[src/rtl/srx_pkg.sv]
package srx_pkg;

    typedef enum logic [3:0] {
        ST_IDLE,
        ST_CATCH_CAS,
        ST_CATCH_RAS,
        ST_CATCH_PRE,
        ST_ENTER_CAS,
        ST_SR_MIN,
        ST_SR_HOLD,
        ST_EXIT_RAS,
        ST_EXIT_PRE
    } srx_state_e;

    function automatic int unsigned srx_max(input int unsigned a, input int unsigned b);
        return (a > b) ? a : b;
    endfunction

endpackage

[src/rtl/srx_age.sv]
module srx_age #(
    parameter int unsigned AGE_MAX = 100,
    parameter int unsigned AGE_W   = 7
) (
    input  logic             clk,
    input  logic             rst_n,
    input  logic             clr,
    output logic [AGE_W-1:0] age
);
    localparam logic [AGE_W-1:0] SAT = AGE_W'(AGE_MAX);

    // Age since the last refresh marker, saturating; reset value is stale.
    always_ff @(posedge clk or negedge rst_n) begin
        if (!rst_n) begin
            age <= SAT;
        end else if (clr) begin
            age <= '0;
        end else if (age != SAT) begin
            age <= age + AGE_W'(1);
        end
    end


    always @(posedge clk) begin
        age_range_chk: assert (!rst_n || age <= SAT);
    end
endmodule

[src/rtl/srx_win.sv]
module srx_win #(
    parameter int unsigned WIN_DIST_CBR = 6250,
    parameter int unsigned WIN_DIST_RO  = 800,
    parameter int unsigned WIN_BURST    = 820000,
    parameter int unsigned RO_EXIT_RSV  = 410000,
    parameter int unsigned LIM_W        = 20
) (
    input  logic [1:0]       strat,
    input  logic             ref_tick,
    input  logic             burst_start,
    output logic [LIM_W-1:0] lim,
    output logic             mark
);
    localparam int unsigned RO_BURST_LIM =
        (WIN_BURST > RO_EXIT_RSV) ? (WIN_BURST - RO_EXIT_RSV) : 1;

    function automatic int unsigned pick_limit(input int unsigned code);
        case (code)
            0:       return WIN_DIST_CBR;
            1:       return WIN_DIST_RO;
            2:       return WIN_BURST;
            default: return RO_BURST_LIM;
        endcase
    endfunction

    logic [LIM_W-1:0] tbl [4];

    for (genvar g = 0; g < 4; g++) begin : g_tbl
        assign tbl[g] = LIM_W'(pick_limit(g));
    end

    assign lim  = tbl[strat];
    // the marker source follows the distributed/burst choice
    assign mark = strat[1] ? burst_start : ref_tick;
endmodule

[src/rtl/srx_phase.sv]
module srx_phase #(
    parameter int unsigned PH_W = 8
) (
    input  logic            clk,
    input  logic            rst_n,
    input  logic            restart,
    input  logic [PH_W-1:0] len,
    output logic            done
);
    logic [PH_W-1:0] cnt_q;

    assign done = (cnt_q == (len - PH_W'(1)));

    always_ff @(posedge clk or negedge rst_n) begin
        if (!rst_n) begin
            cnt_q <= '0;
        end else if (restart) begin
            cnt_q <= '0;
        end else if (!done && (cnt_q != '1)) begin
            cnt_q <= cnt_q + PH_W'(1);
        end
    end
endmodule

[src/rtl/srx_seq.sv]
module srx_seq
    import srx_pkg::*;
#(
    parameter int unsigned T_CSR        = 1,
    parameter int unsigned T_CRAS       = 4,
    parameter int unsigned T_RP         = 3,
    parameter int unsigned T_RASS       = 5000,
    parameter int unsigned T_CHS        = 1,
    parameter int unsigned T_RPS        = 7,
    parameter int unsigned WIN_DIST_CBR = 6250,
    parameter int unsigned WIN_DIST_RO  = 800,
    parameter int unsigned WIN_BURST    = 820000,
    parameter int unsigned RO_EXIT_RSV  = 410000
) (
    input  logic       clk,
    input  logic       rst_n,
    input  logic [1:0] strat_i,
    input  logic       sleep_req,
    input  logic       wake_req,
    input  logic       ref_tick,
    input  logic       burst_start,
    output logic       ras_n,
    output logic       cas_n,
    output logic       busy,
    output logic       asleep,
    output logic       ref_req
);
    localparam int unsigned AGE_MAX = WIN_BURST + T_CSR + 1;
    localparam int unsigned AGE_W   = $clog2(AGE_MAX + 1);
    localparam int unsigned PH_MAX  = srx_max(srx_max(srx_max(T_CSR, T_CRAS), srx_max(T_RP, T_RASS)),
                                              srx_max(T_CHS, T_RPS));
    localparam int unsigned PH_W    = $clog2(PH_MAX + 1);

    srx_state_e       state_q, state_n;
    logic [PH_W-1:0]  ph_len;
    logic             ph_done;
    logic             ph_restart;
    logic [AGE_W-1:0] age;
    logic [AGE_W-1:0] lim;
    logic             mark;
    logic             catch_clr;
    logic             entry_fits;

    srx_win #(
        .WIN_DIST_CBR (WIN_DIST_CBR),
        .WIN_DIST_RO  (WIN_DIST_RO),
        .WIN_BURST    (WIN_BURST),
        .RO_EXIT_RSV  (RO_EXIT_RSV),
        .LIM_W        (AGE_W)
    ) u_win (
        .strat       (strat_i),
        .ref_tick    (ref_tick),
        .burst_start (burst_start),
        .lim         (lim),
        .mark        (mark)
    );

    // The catch-up RAS fall counts as a fresh refresh marker.
    assign catch_clr = (state_q == ST_CATCH_CAS) && ph_done;

    srx_age #(
        .AGE_MAX (AGE_MAX),
        .AGE_W   (AGE_W)
    ) u_age (
        .clk   (clk),
        .rst_n (rst_n),
        .clr   (mark | catch_clr),
        .age   (age)
    );

    assign ph_restart = (state_n != state_q);

    srx_phase #(
        .PH_W (PH_W)
    ) u_phase (
        .clk     (clk),
        .rst_n   (rst_n),
        .restart (ph_restart),
        .len     (ph_len),
        .done    (ph_done)
    );

    // A direct entry puts the RAS fall T_CSR + 1 edges after this cycle's age.
    assign entry_fits = (32'(age) + 32'(T_CSR) + 32'd1) <= 32'(lim);

    always_comb begin
        ph_len = '0;
        unique case (state_q)
            ST_CATCH_CAS: ph_len = PH_W'(T_CSR);
            ST_CATCH_RAS: ph_len = PH_W'(T_CRAS);
            ST_CATCH_PRE: ph_len = PH_W'(T_RP);
            ST_ENTER_CAS: ph_len = PH_W'(T_CSR);
            ST_SR_MIN:    ph_len = PH_W'(T_RASS);
            ST_EXIT_RAS:  ph_len = PH_W'(T_CHS);
            ST_EXIT_PRE:  ph_len = PH_W'(T_RPS);
            default:      ph_len = '0;
        endcase
    end

    always_comb begin
        state_n = state_q;
        unique case (state_q)
            ST_IDLE:      if (sleep_req) state_n = entry_fits ? ST_ENTER_CAS : ST_CATCH_CAS;
            ST_CATCH_CAS: if (ph_done)   state_n = ST_CATCH_RAS;
            ST_CATCH_RAS: if (ph_done)   state_n = ST_CATCH_PRE;
            ST_CATCH_PRE: if (ph_done)   state_n = ST_ENTER_CAS;
            ST_ENTER_CAS: if (ph_done)   state_n = ST_SR_MIN;
            ST_SR_MIN:    if (ph_done)   state_n = ST_SR_HOLD;
            ST_SR_HOLD:   if (wake_req)  state_n = ST_EXIT_RAS;
            ST_EXIT_RAS:  if (ph_done)   state_n = ST_EXIT_PRE;
            ST_EXIT_PRE:  if (ph_done)   state_n = ST_IDLE;
            default:                     state_n = ST_IDLE;
        endcase
    end

    always_ff @(posedge clk or negedge rst_n) begin
        if (!rst_n) begin
            state_q <= ST_IDLE;
        end else begin
            state_q <= state_n;
        end
    end

    always_ff @(posedge clk or negedge rst_n) begin
        if (!rst_n) begin
            ref_req <= 1'b0;
        end else if ((state_q == ST_EXIT_PRE) && ph_done) begin
            ref_req <= 1'b1;
        end else if (ref_tick) begin
            ref_req <= 1'b0;
        end
    end

    always_comb begin
        ras_n  = 1'b1;
        cas_n  = 1'b1;
        busy   = 1'b1;
        asleep = 1'b0;
        unique case (state_q)
            ST_IDLE:      busy = 1'b0;
            ST_CATCH_CAS: cas_n = 1'b0;
            ST_CATCH_RAS: begin ras_n = 1'b0; cas_n = 1'b0; end
            ST_CATCH_PRE: ;
            ST_ENTER_CAS: cas_n = 1'b0;
            ST_SR_MIN:    begin ras_n = 1'b0; cas_n = 1'b0; asleep = 1'b1; end
            ST_SR_HOLD:   begin ras_n = 1'b0; cas_n = 1'b0; asleep = 1'b1; busy = 1'b0; end
            ST_EXIT_RAS:  cas_n = 1'b0;
            ST_EXIT_PRE:  ;
            default:      ;
        endcase
    end

    // Sleep length counter, kept only for the checks below.
    logic [PH_W-1:0] slp_cnt;
    always_ff @(posedge clk or negedge rst_n) begin
        if (!rst_n) begin
            slp_cnt <= '0;
        end else if (asleep) begin
            if (slp_cnt != PH_W'(T_RASS)) slp_cnt <= slp_cnt + PH_W'(1);
        end else begin
            slp_cnt <= '0;
        end
    end


    cas_leads_ras_chk: assert property (@(posedge clk) disable iff (!rst_n)
        $fell(ras_n) |-> $past(!cas_n));


    no_ras_without_cas_chk: assert property (@(posedge clk) disable iff (!rst_n)
        !ras_n |-> !cas_n);


    min_sleep_chk: assert property (@(posedge clk) disable iff (!rst_n)
        $fell(asleep) |-> ($past(slp_cnt) >= PH_W'(T_RASS)));


    exit_order_chk: assert property (@(posedge clk) disable iff (!rst_n)
        $fell(asleep) |-> (ras_n && !cas_n));


    entry_window_chk: assert property (@(posedge clk) disable iff (!rst_n)
        ((state_q == ST_ENTER_CAS) && ph_done) |-> ((32'(age) + 32'd1) <= 32'(lim)));


    ref_req_source_chk: assert property (@(posedge clk) disable iff (!rst_n)
        $rose(ref_req) |-> ($past(state_q) == ST_EXIT_PRE));
endmodule

[config.mk]
export PLATFORM = sky130hd
export DESIGN_NAME = srx_seq
export DESIGN_NICKNAME = d
export VERILOG_FILES = /design/src/rtl/srx_pkg.sv /design/src/rtl/srx_age.sv /design/src/rtl/srx_win.sv /design/src/rtl/srx_phase.sv /design/src/rtl/srx_seq.sv
export SDC_FILE = /design/constraint.sdc
export NUM_CORES = 1
export LEC_CHECK = 0
export CAP_MARGIN = 20
export CORE_UTILIZATION = 50
export DETAILED_ROUTE_END_ITERATION = 8
export GPL_ROUTABILITY_DRIVEN = 0
export PLACE_DENSITY = 0.64
export SLEW_MARGIN = 0
export SYNTH_ARGS = -nofsm -noshare
export SYNTH_HDL_FRONTEND = slang
export SYNTH_SLANG_ARGS = --single-unit
[constraint.sdc]
create_clock -name clk -period 7.1 [get_ports clk]
set_input_delay 0.71 -clock clk [delete_from_list [all_inputs] [get_ports clk]]
set_output_delay 0.71 -clock clk [all_outputs]
set_load 0.005 [all_outputs]
### Word level (Yosys, flattened, before mapping)

Index checks and enable logic that the tools add are counted.
Widths: inputs -> output; s select.

* output and inout bits: 5
* bits of input ports: 8
* flip-flop bits (word level): 38

* reduce and logical (&&, ||, !) cells: 13
* add/sub/neg operators: 5
* bitwise gates (word level): 2
* equal/unequal tests: 12
* mux-type cells: 26
* $lt $le $gt $ge: 2

Operators with widths (count)
* $mux 20: 4
* $pmux 13 s5: 1
* $bmux 20 s2: 1
* $mux 4: 9
* $pmux 4 s9: 1
* $mux 13: 2
* $add 21x1->22 const B: 1
* $le 22x20->1: 1
* $add 20x1->21 const B: 1
* $add 20x1->20 const B: 1
* $ne 20x20->1 const B: 1
* $eq 4x3->1 const B: 4
* $add 13x1->13 const B: 1
* $eq 13x13->1: 1
* $ne 13x13->1 const B: 1
* $sub 13x1->13 const B: 1
* $eq 4x2->1 const B: 2
* $mux 1: 7
* $reduce_bool 2->1: 3
* $reduce_or 3->1: 2
* $reduce_or 6->1: 1
* $eq 4x1->1 const B: 1
* $eq 4x4->1 const B: 1
* $logic_not 4->1: 1
* other kinds (8): 11

### Depth between registers and ports, before layout

Gate-level depths: netlist of the first run.

* depth after elaboration: 10
* mapped depth: 17

### Hierarchy

From an unflattened synthesis of the first run, not the netlist that was laid out.

* cells, all modules: 468
* area total of the unflattened synthesis: 3793.6 um2

By module, submodules not included
* srx_seq: instances 1, area each 1325.0 um2, cells each 186
* srx_phase: instances 1, area each 1208.7 um2, cells each 144
* srx_age: instances 1, area each 1058.5 um2, cells each 113
* srx_win: instances 1, area each 201.4 um2, cells each 25

### Worst setup path after synthesis of the first run

OpenSTA, ideal clock, no wires.

* path kind: reg-to-reg
* start point: reg state_q[0]
* end point: reg u_phase.cnt_q[10]
* data required time: 6966 ps
* period minus slack after synthesis: 3156 ps
* stages on the path, launching flop included: 16
* setup time: 134 ps
* arrival time: 3022 ps
* setup slack: 3944 ps
* cells stage by stage: dfrtp_1 buf_2 buf_1 or3_1 o21ai_0 nand2b_1 ha_1 xor2_1 and3_1 o21ai_0 a2111oi_4 and2_1 buf_2 buf_4 o41ai_1 a21oi_1

* word-level cells in the longest chain between the ends: 9

RTL lines
* from (decl): line srx_seq.sv:34 `srx_state_e state_q, state_n;`
* from (signal assigned): line srx_seq.sv:120 `state_q <= state_n;`
* $eq 4x1->1 / $eq 4x3->1 (equally long branches): line srx_seq.sv:88, srx_seq.sv:102
* $reduce_or 3->1 (no source line)
* $pmux 13 s5: line srx_seq.sv:88 `unique case (state_q)`
* $sub 13x1->13: line srx_phase.sv:12 `assign done = (cnt_q == (len - PH_W'(1)));`
* $eq 13x13->1: line srx_phase.sv:12
* $mux 4 (tied with other cells): line srx_seq.sv:111 `ST_EXIT_PRE: if (ph_done) state_n = ST_IDLE;`
* $pmux 4 s9: line srx_seq.sv:102 `unique case (state_q)`
* $ne 4x4->1: line srx_seq.sv:71 `assign ph_restart = (state_n != state_q);`
* $mux 13 / $reduce_bool 2->1 (equally long branches)
* to (signal assigned): line srx_phase.sv:20 `cnt_q <= cnt_q + PH_W'(1);`
* to (decl): line srx_phase.sv:10 `logic [PH_W-1:0] cnt_q;`

Parallel ways exist; a longest one is shown, timed or not.
A chain may end at the register's enable or synchronous reset.

### Worst setup path in the final report of the first run

* start point: reg state_q[3]
* end point: reg u_age.age[0]

* word-level cells in the longest chain between the ends: 8

RTL lines
* $eq 4x1->1 / $eq 4x3->1 (equally long branches): line srx_seq.sv:59, srx_seq.sv:88
* $reduce_or 3->1 (no source line)
* $pmux 13 s5: line srx_seq.sv:88
* $sub 13x1->13: line srx_phase.sv:12
* $eq 13x13->1: line srx_phase.sv:12
* $logic_and 1x1->1 *: line srx_seq.sv:59 `assign catch_clr = (state_q == ST_CATCH_CAS) && ph_done;`
* $or 1x1->1 *: line srx_seq.sv:67 `.clr (mark | catch_clr),`
* $mux 20 / $reduce_bool 2->1 (equally long branches)
* to (signal assigned): line srx_age.sv:19 `age <= age + AGE_W'(1);`
* to (decl): line srx_age.sv:8 `output logic [AGE_W-1:0] age`

Every way passes the cells marked *; elsewhere a longest branch is shown, timed or not.

==> flow_summary.yaml, run 1 <==
run_status:
  status: "finished, final reports clean"
routing:
  ant_nets: 0
  route.detailed.drc: 0
  routedWlPerCell_um: 15.8
  viasPerCell: 5.95
  drt-pass1-iter-count: 5
  wirelength_um: 7230
  drt_iter0_markers: 208
  num_vias: 2723
critical_path:
  cp-end-kind: "register"
  crit_arrival_ns: 4.57
  required_ns: 7.24
  crit_fanout: 20
  cpMaxStageDelayCell: "a41o_1"
  max_stage_delay_ns: 0.75
  start_kind: "register"
  crit_chain: "clkinv_1 > a21oi_1 > ha_1 > or3b_1 > nand4_1 > mux2i_1 > a2111oi_4 > and2_1 > a41o_1 > nor3_1"
  critPathKind: "reg2reg"
clock_tree:
  cts_root_buf: "clkbuf_8"
  cts_tree: "yes"
  post_cts_resized: 0
  ctsHoldBuffers: 0
  clock_sinks: 38
  cts_buffers: 5
  worstSkewPairLatency_ns: 0.30
  clock_path_buffers: 2
  post-cts-setup-buffers: 0
  cts.clk_slew.worst_paths_ns: 0.08
  h-tree-depth: 2
global_routing:
  antenna_found_initial: 0
  grt_pass1_vias: 2311
  track_usage: 0.234
  top_usage_layer: "met1"
  met2_usage: 0.306
  gr-total-overflow: 0
  grtUsageMet1: 0.380
  grt_pass1_wl_um: 11900
  met3_usage: 0.0429
  grt_start_max_net_pins: 39
pwr:
  power.leakage_nw: 1.48
  irDropWorstVdd_mv: 0.0800
  intPower_mw: 0.383
  power_frac_seq: 0.451
  p_comb_frac: 0.073
  pwr_density_cell_nw_per_um2: 143
  p_switching_mw: 0.111
  power.share.clock: 0.476
  swShare: 0.225
synthesis:
  synth-async-reset-ratio: 1.00
  syn_inst: 384
  netlist_area_sq_um: 3220
  yosys_warnings: 0
  synth.distinct_cells: 57
  ys_seq_area_frac: 0.298
  ys.flop_type: "dfrtp_1"
  syn_nets: 417
  ys_ff_latch: 38
  syn_area_per_cell_sq_um: 8.39
  synth_edf_count: 0
final_layout:
  diodes: 0
  area_delta_synth_final_pct: 7.57
  drive_gt1_frac: 0.0548
  fillCellCount: 569
  stdcell_count: 458
  fin_nets: 415
  fin_util: 0.572
floorplanning:
  core_area_sq_um: 6060
  fp.dieW_um: 82.3
  row_count: 28
  ios: 13
  chipHeight_um: 82.3
  die-area_sq_um: 6770
  start_util: 0.532
timing:
  period_minus_slack_ns: 4.43
  finalHoldViolCount: 0
  finalClockSkew_ns: 0.00994
  tightest_slew_ns: 0.882
  timing.slew.headroom: 0.412
  finalMaxSlewViolations: 0
  setup_viol: 0
  fin_tns_setup_ns: 0
  fmax_mhz: 225
  rsz0062_at_grt: "no"
  fin_crit_sh: 0.625
job:
  max_cap_viol_count: 0
placement:
  io_buffers: 12
  dp.cells: 450
  dp_hpwl_um: 5290
hold_path:
  hold_class: "in2async"
[worst max-delay path: cells and delay by family (launching register included)]
family          cells  cell delay, ns
buf+inv             1            0.42
fa+ha+maj           1            0.31
compound gates      3            1.57
mux                 1            0.11
simple gates        4            1.16
flops               1            0.70
[cell usage in the layout (no fill, tap or decap), types with 4 or more instances in the layout]
master	instances
ha_1	25
xor2_1	27
nor3_1	10
dfrtp_1	31
a21oi_1	21
o21ai_0	13
nand4_1	11
nand3_1	13
nand2_1	32
nor2_1	49
inv_1	12
dfstp_2	7
or4b_1	5
nor4_1	6
or3_1	6
nand2b_1	4
o31ai_1	6
clkdlybuf4s50_1	11
xnor2_1	18
and3_1	7
o41ai_1	4
and2_1	8
clkbuf_8	6
or4_1	4
[synth_stat cells (all sizes together) (2+ instances only)]
cell / instances / area (sq um)
nand4bb: 2 / 22.5
and3: 7 / 43.8
o21a: 2 / 15.0
a21o: 3 / 22.5
nor2: 49 / 184
a22oi: 2 / 20.0
nand2: 32 / 120
o211ai: 2 / 20.0
a21oi: 22 / 114
nor3: 10 / 50.1
nand3: 13 / 65.1
o22ai: 3 / 18.8
or3: 6 / 37.5
dfrtp: 31 / 776
and2: 8 / 50.1
or4: 4 / 30.0
o41ai: 4 / 35.0
nor3b: 2 / 15.0
or3b: 2 / 17.5
nand4: 11 / 68.8
o21ai: 13 / 65.1
a211oi: 3 / 22.5
mux2i: 2 / 20.0
dfstp: 7 / 184
buf: 15 / 83.8
xnor2: 18 / 158
xor2: 27 / 236
nand3b: 2 / 15.0
clkbuf: 6 / 23.8
or4b: 5 / 50.1
inv: 12 / 45.0
o31ai: 6 / 45.0
nor4b: 3 / 26.3
ha: 25 / 313
nand2b: 4 / 25.0
nor4: 6 / 37.5
[state kept, by name, indices dropped and copies added, names as in the netlist]
| signal | cells |
|---|---|
| ref_req | 1 |
| state_q | 4 |
| u_age.age | 20 |
| u_phase.cnt_q | 13 |
[cell type report]
cell class | instances | area (sq um) | area share
Tap cell | 75 | 93.8 | 0.0271
Inverter | 13 | 48.8 | 0.0141
Multi-Input combinational cell | 312 | 2110 | 0.608
Clock inverter | 2 | 60.1 | 0.0173
Timing Repair Buffer | 12 | 115 | 0.0332
Sequential cell | 38 | 960 | 0.277
Clock buffer | 6 | 82.6 | 0.0238
[power groups by stage]
stage                     Sequential [mW]  Combinational, mW  Clock [mW]
after detailed placement            0.227             0.0367           0
after floorplan                     0.226             0.0220           0
after global placement              0.227             0.0361           0
final                               0.223             0.0361       0.235
after CTS                           0.223             0.0369       0.240
after global routing                0.223             0.0416       0.248
[routing by layer]
metal | wire length [um] | up-vias
met4 | 44 | 0
met1 | 3940 | 1278
met5 | 0 | -
li1 | - | 1371
met3 | 371 | 4
met2 | 2880 | 70
[kinds of logic after synthesis]
logic type / Yosys count / share of synthesized area
AND/OR/NAND/NOR: 170 / 0.276
XOR/XNOR: 45 / 0.122
multiplexers: 3 / 0.00970
buffers and inverters: 34 / 0.0485
AO/OA/AOI/OAI: 69 / 0.148
adder cells (fa/ha/maj): 25 / 0.0970
flip-flops: 38 / 0.298
[stage by stage]
step | worst slack (ns) | cell area (sq um) | hold WS (ns) | total power, mW
6_report | 2.67 | 3470 | 0.512 | 0.494
5_1_grt | 2.24 | 3470 | 0.584 | 0.513
4_1_cts | 2.70 | 3470 | 0.562 | 0.500
3_5_place_dp | 2.73 | 3320 | 0.544 | 0.264
3_3_place_gp | 2.83 | 3320 | 0.533 | 0.263
2_1_floorplan | 3.94 | 3220 | 0.414 | 0.248
[worst paths after layout]
kind	depth (start not counted)	from	endpoint	slack, ns
min in group clk	2	ref_req	ref_req	0.55
worst min register to register	2	ref_req	ref_req	0.55
worst max-delay path	10	state_q[3]	u_age.age[0]	2.67
worst min-delay path	1	rst_n	state_q[1]	0.51
worst max register to register	10	state_q[3]	u_age.age[0]	2.67
max in group asynchronous	1	rst_n	u_age.age[4]	6.01
Power figures use the tool's default switching activity.
==> run 2, diff against run 1 <==
- clock period: 7.1 -> 4.6 ns (I/O delays scaled with it)
==> run 2 against run 1 <==
  * Total power increased by 56%
  * Setup slack worse by 2.2 ns
  * Design area up 0.65%
  * Critical path type unchanged
  * Highest routed layer unchanged
==> flow_summary.yaml, run 2 (synthesis gave the netlist of run 1 again) <==
critical_path:
  max_stage_delay_ns: 0.62
  crit_start: "state_q[1]"
  crit_chain: "nand2b_1 > xnor2_1 > a21oi_1 > ha_1 > or3b_1 > nand4_1 > mux2i_1 > a2111oi_4 > and2_1 > a21o_1 > nor2_1"
  cpMaxStageDelayCell: "dfrtp_1"
  rr_startpoint: "state_q[1]"
  crit_fanout: 21
  critPathKind: "reg2reg"
  cp-end-kind: "register"
  crit_buf_inv: 0
  crit_arrival_ns: 4.27
  critPathTopFamily: "simple AND/OR/NAND/NOR gates"
  start_kind: "register"
  required_ns: 4.78
final_layout:
  drive_gt1_frac: 0.0622
  fin_nets: 418
  mostFrequentLayoutCell: "nor2_1"
  top_regs: "u_age.age: 20 flops, u_phase.cnt_q: 13 flops, state_q: 4 flops"
  largest_reg_flops: 20
  largest_register: "u_age.age"
  most-common-layout-cells: "49 x nor2_1, 32 x nand2_1, 31 x dfrtp_1, 27 x xor2_1, 25 x ha_1"
  diodes: 0
  area_delta_synth_final_pct: 8.27
  fin_util: 0.576
pwr:
  p_switching_mw: 0.177
  pwr_density_cell_nw_per_um2: 220
  swShare: 0.230
  power_frac_seq: 0.448
  power.leakage_nw: 1.49
  power.share.clock: 0.479
  irDropWorstVdd_mv: 0.119
  p_comb_frac: 0.073
  intPower_mw: 0.592
floorplanning:
  die-area_sq_um: 6770
  ios: 13
  row_count: 28
  start_util: 0.532
  core_area_sq_um: 6060
  chipHeight_um: 82.3
  fp.dieW_um: 82.3
clock_tree:
  ctsHoldBuffers: 0
  cts_buffers: 5
  worstSkewPairLatency_ns: 0.30
  clock_sinks: 38
  cts.clk_slew.worst_paths_ns: 0.09
  h-tree-depth: 2
  cts_tree: "yes"
  post_cts_resized: 0
  cts_root_buf: "clkbuf_8"
  clock_path_buffers: 2
  post-cts-setup-buffers: 0
routing:
  drt-pass1-iter-count: 5
  route.detailed.drc: 0
  routedWlPerCell_um: 16.3
  wirelength_um: 7500
  viasPerCell: 6.05
  drt_iter0_markers: 307
  ant_nets: 0
  num_vias: 2787
timing:
  rsz0062_at_grt: "no"
  period_minus_slack_ns: 4.09
  fin_crit_sh: 0.890
  tightest_slew_ns: 0.894
  fmax_mhz: 244
  setup_viol: 0
  timing.slew.headroom: 0.404
  fin_tns_setup_ns: 0
  finalClockSkew_ns: 0.00843
  finalMaxSlewViolations: 0
  finalHoldViolCount: 0
hold_path:
  hold_class: "in2async"
placement:
  io_buffers: 12
  dp_hpwl_um: 5440
global_routing:
  grt_pass1_wl_um: 12400
  gr-total-overflow: 0
  grt_pass1_vias: 2515
  grt_start_max_net_pins: 39
  track_usage: 0.243
  antenna_found_initial: 0
job:
  max_cap_viol_count: 0
run_status:
  status: "finished, final reports clean"
==> run 2: cell types whose count changed in the layout (fill, tap and decap cells not counted), sizes merged <==
| cell | before | now |
|---|---|---|
| buf | 1 | 4 |
==> run 2: cell type report <==
cell class | count | area, sq um
Clock inverter | 2 | 60.1
Clock buffer | 6 | 82.6
Sequential cell | 38 | 960
Multi-Input combinational cell | 312 | 2110
Inverter | 13 | 48.8
Tap cell | 75 | 93.8
Fill cell | 553 | 2570
Timing Repair Buffer | 15 | 138
==> run 2: layer usage <==
layer	vias up	part of all wire	global-route usage
li1	1379	-	-
met1	1318	0.54	0.387
met2	80	0.40	0.325
met3	10	0.054	0.0407
met4	0	0.011	0.0684
met5	-	0	0
==> run 2: power by group through the flow <==
stage	clock network, mW	logic [mW]	registers (mW)
floorplan	0	0.0339	0.348
global placement	0	0.0564	0.350
detailed placement	0	0.0570	0.350
CTS	0.372	0.0575	0.344
global route	0.384	0.0652	0.345
finish	0.368	0.0563	0.344
==> run 2: stage by stage <==
step                hold WS (ns)  cell area (sq um)  worst slack, ns  instances  power [mW]
finish                     0.260               3490            0.507        461       0.769
global route               0.354               3490            0.166        461       0.794
CTS                        0.318               3490            0.559        461       0.774
detailed placement         0.533               3350            0.562        453       0.407
global placement           0.525               3350            0.765        453       0.406
floorplan                  0.164               3220             1.44        384       0.382
==> run 2: worst paths after layout <==
path / to / slack, ns / cells past startpoint
max: u_phase.cnt_q[1] / 0.51 / 11
min: state_q[1] / 0.26 / 1
max reg2reg: u_phase.cnt_q[1] / 0.51 / 11
min reg2reg: u_phase.cnt_q[12] / 0.55 / 2
max in group asynchronous: u_age.age[4] / 3.76 / 1
min in group clk: u_phase.cnt_q[12] / 0.55 / 2
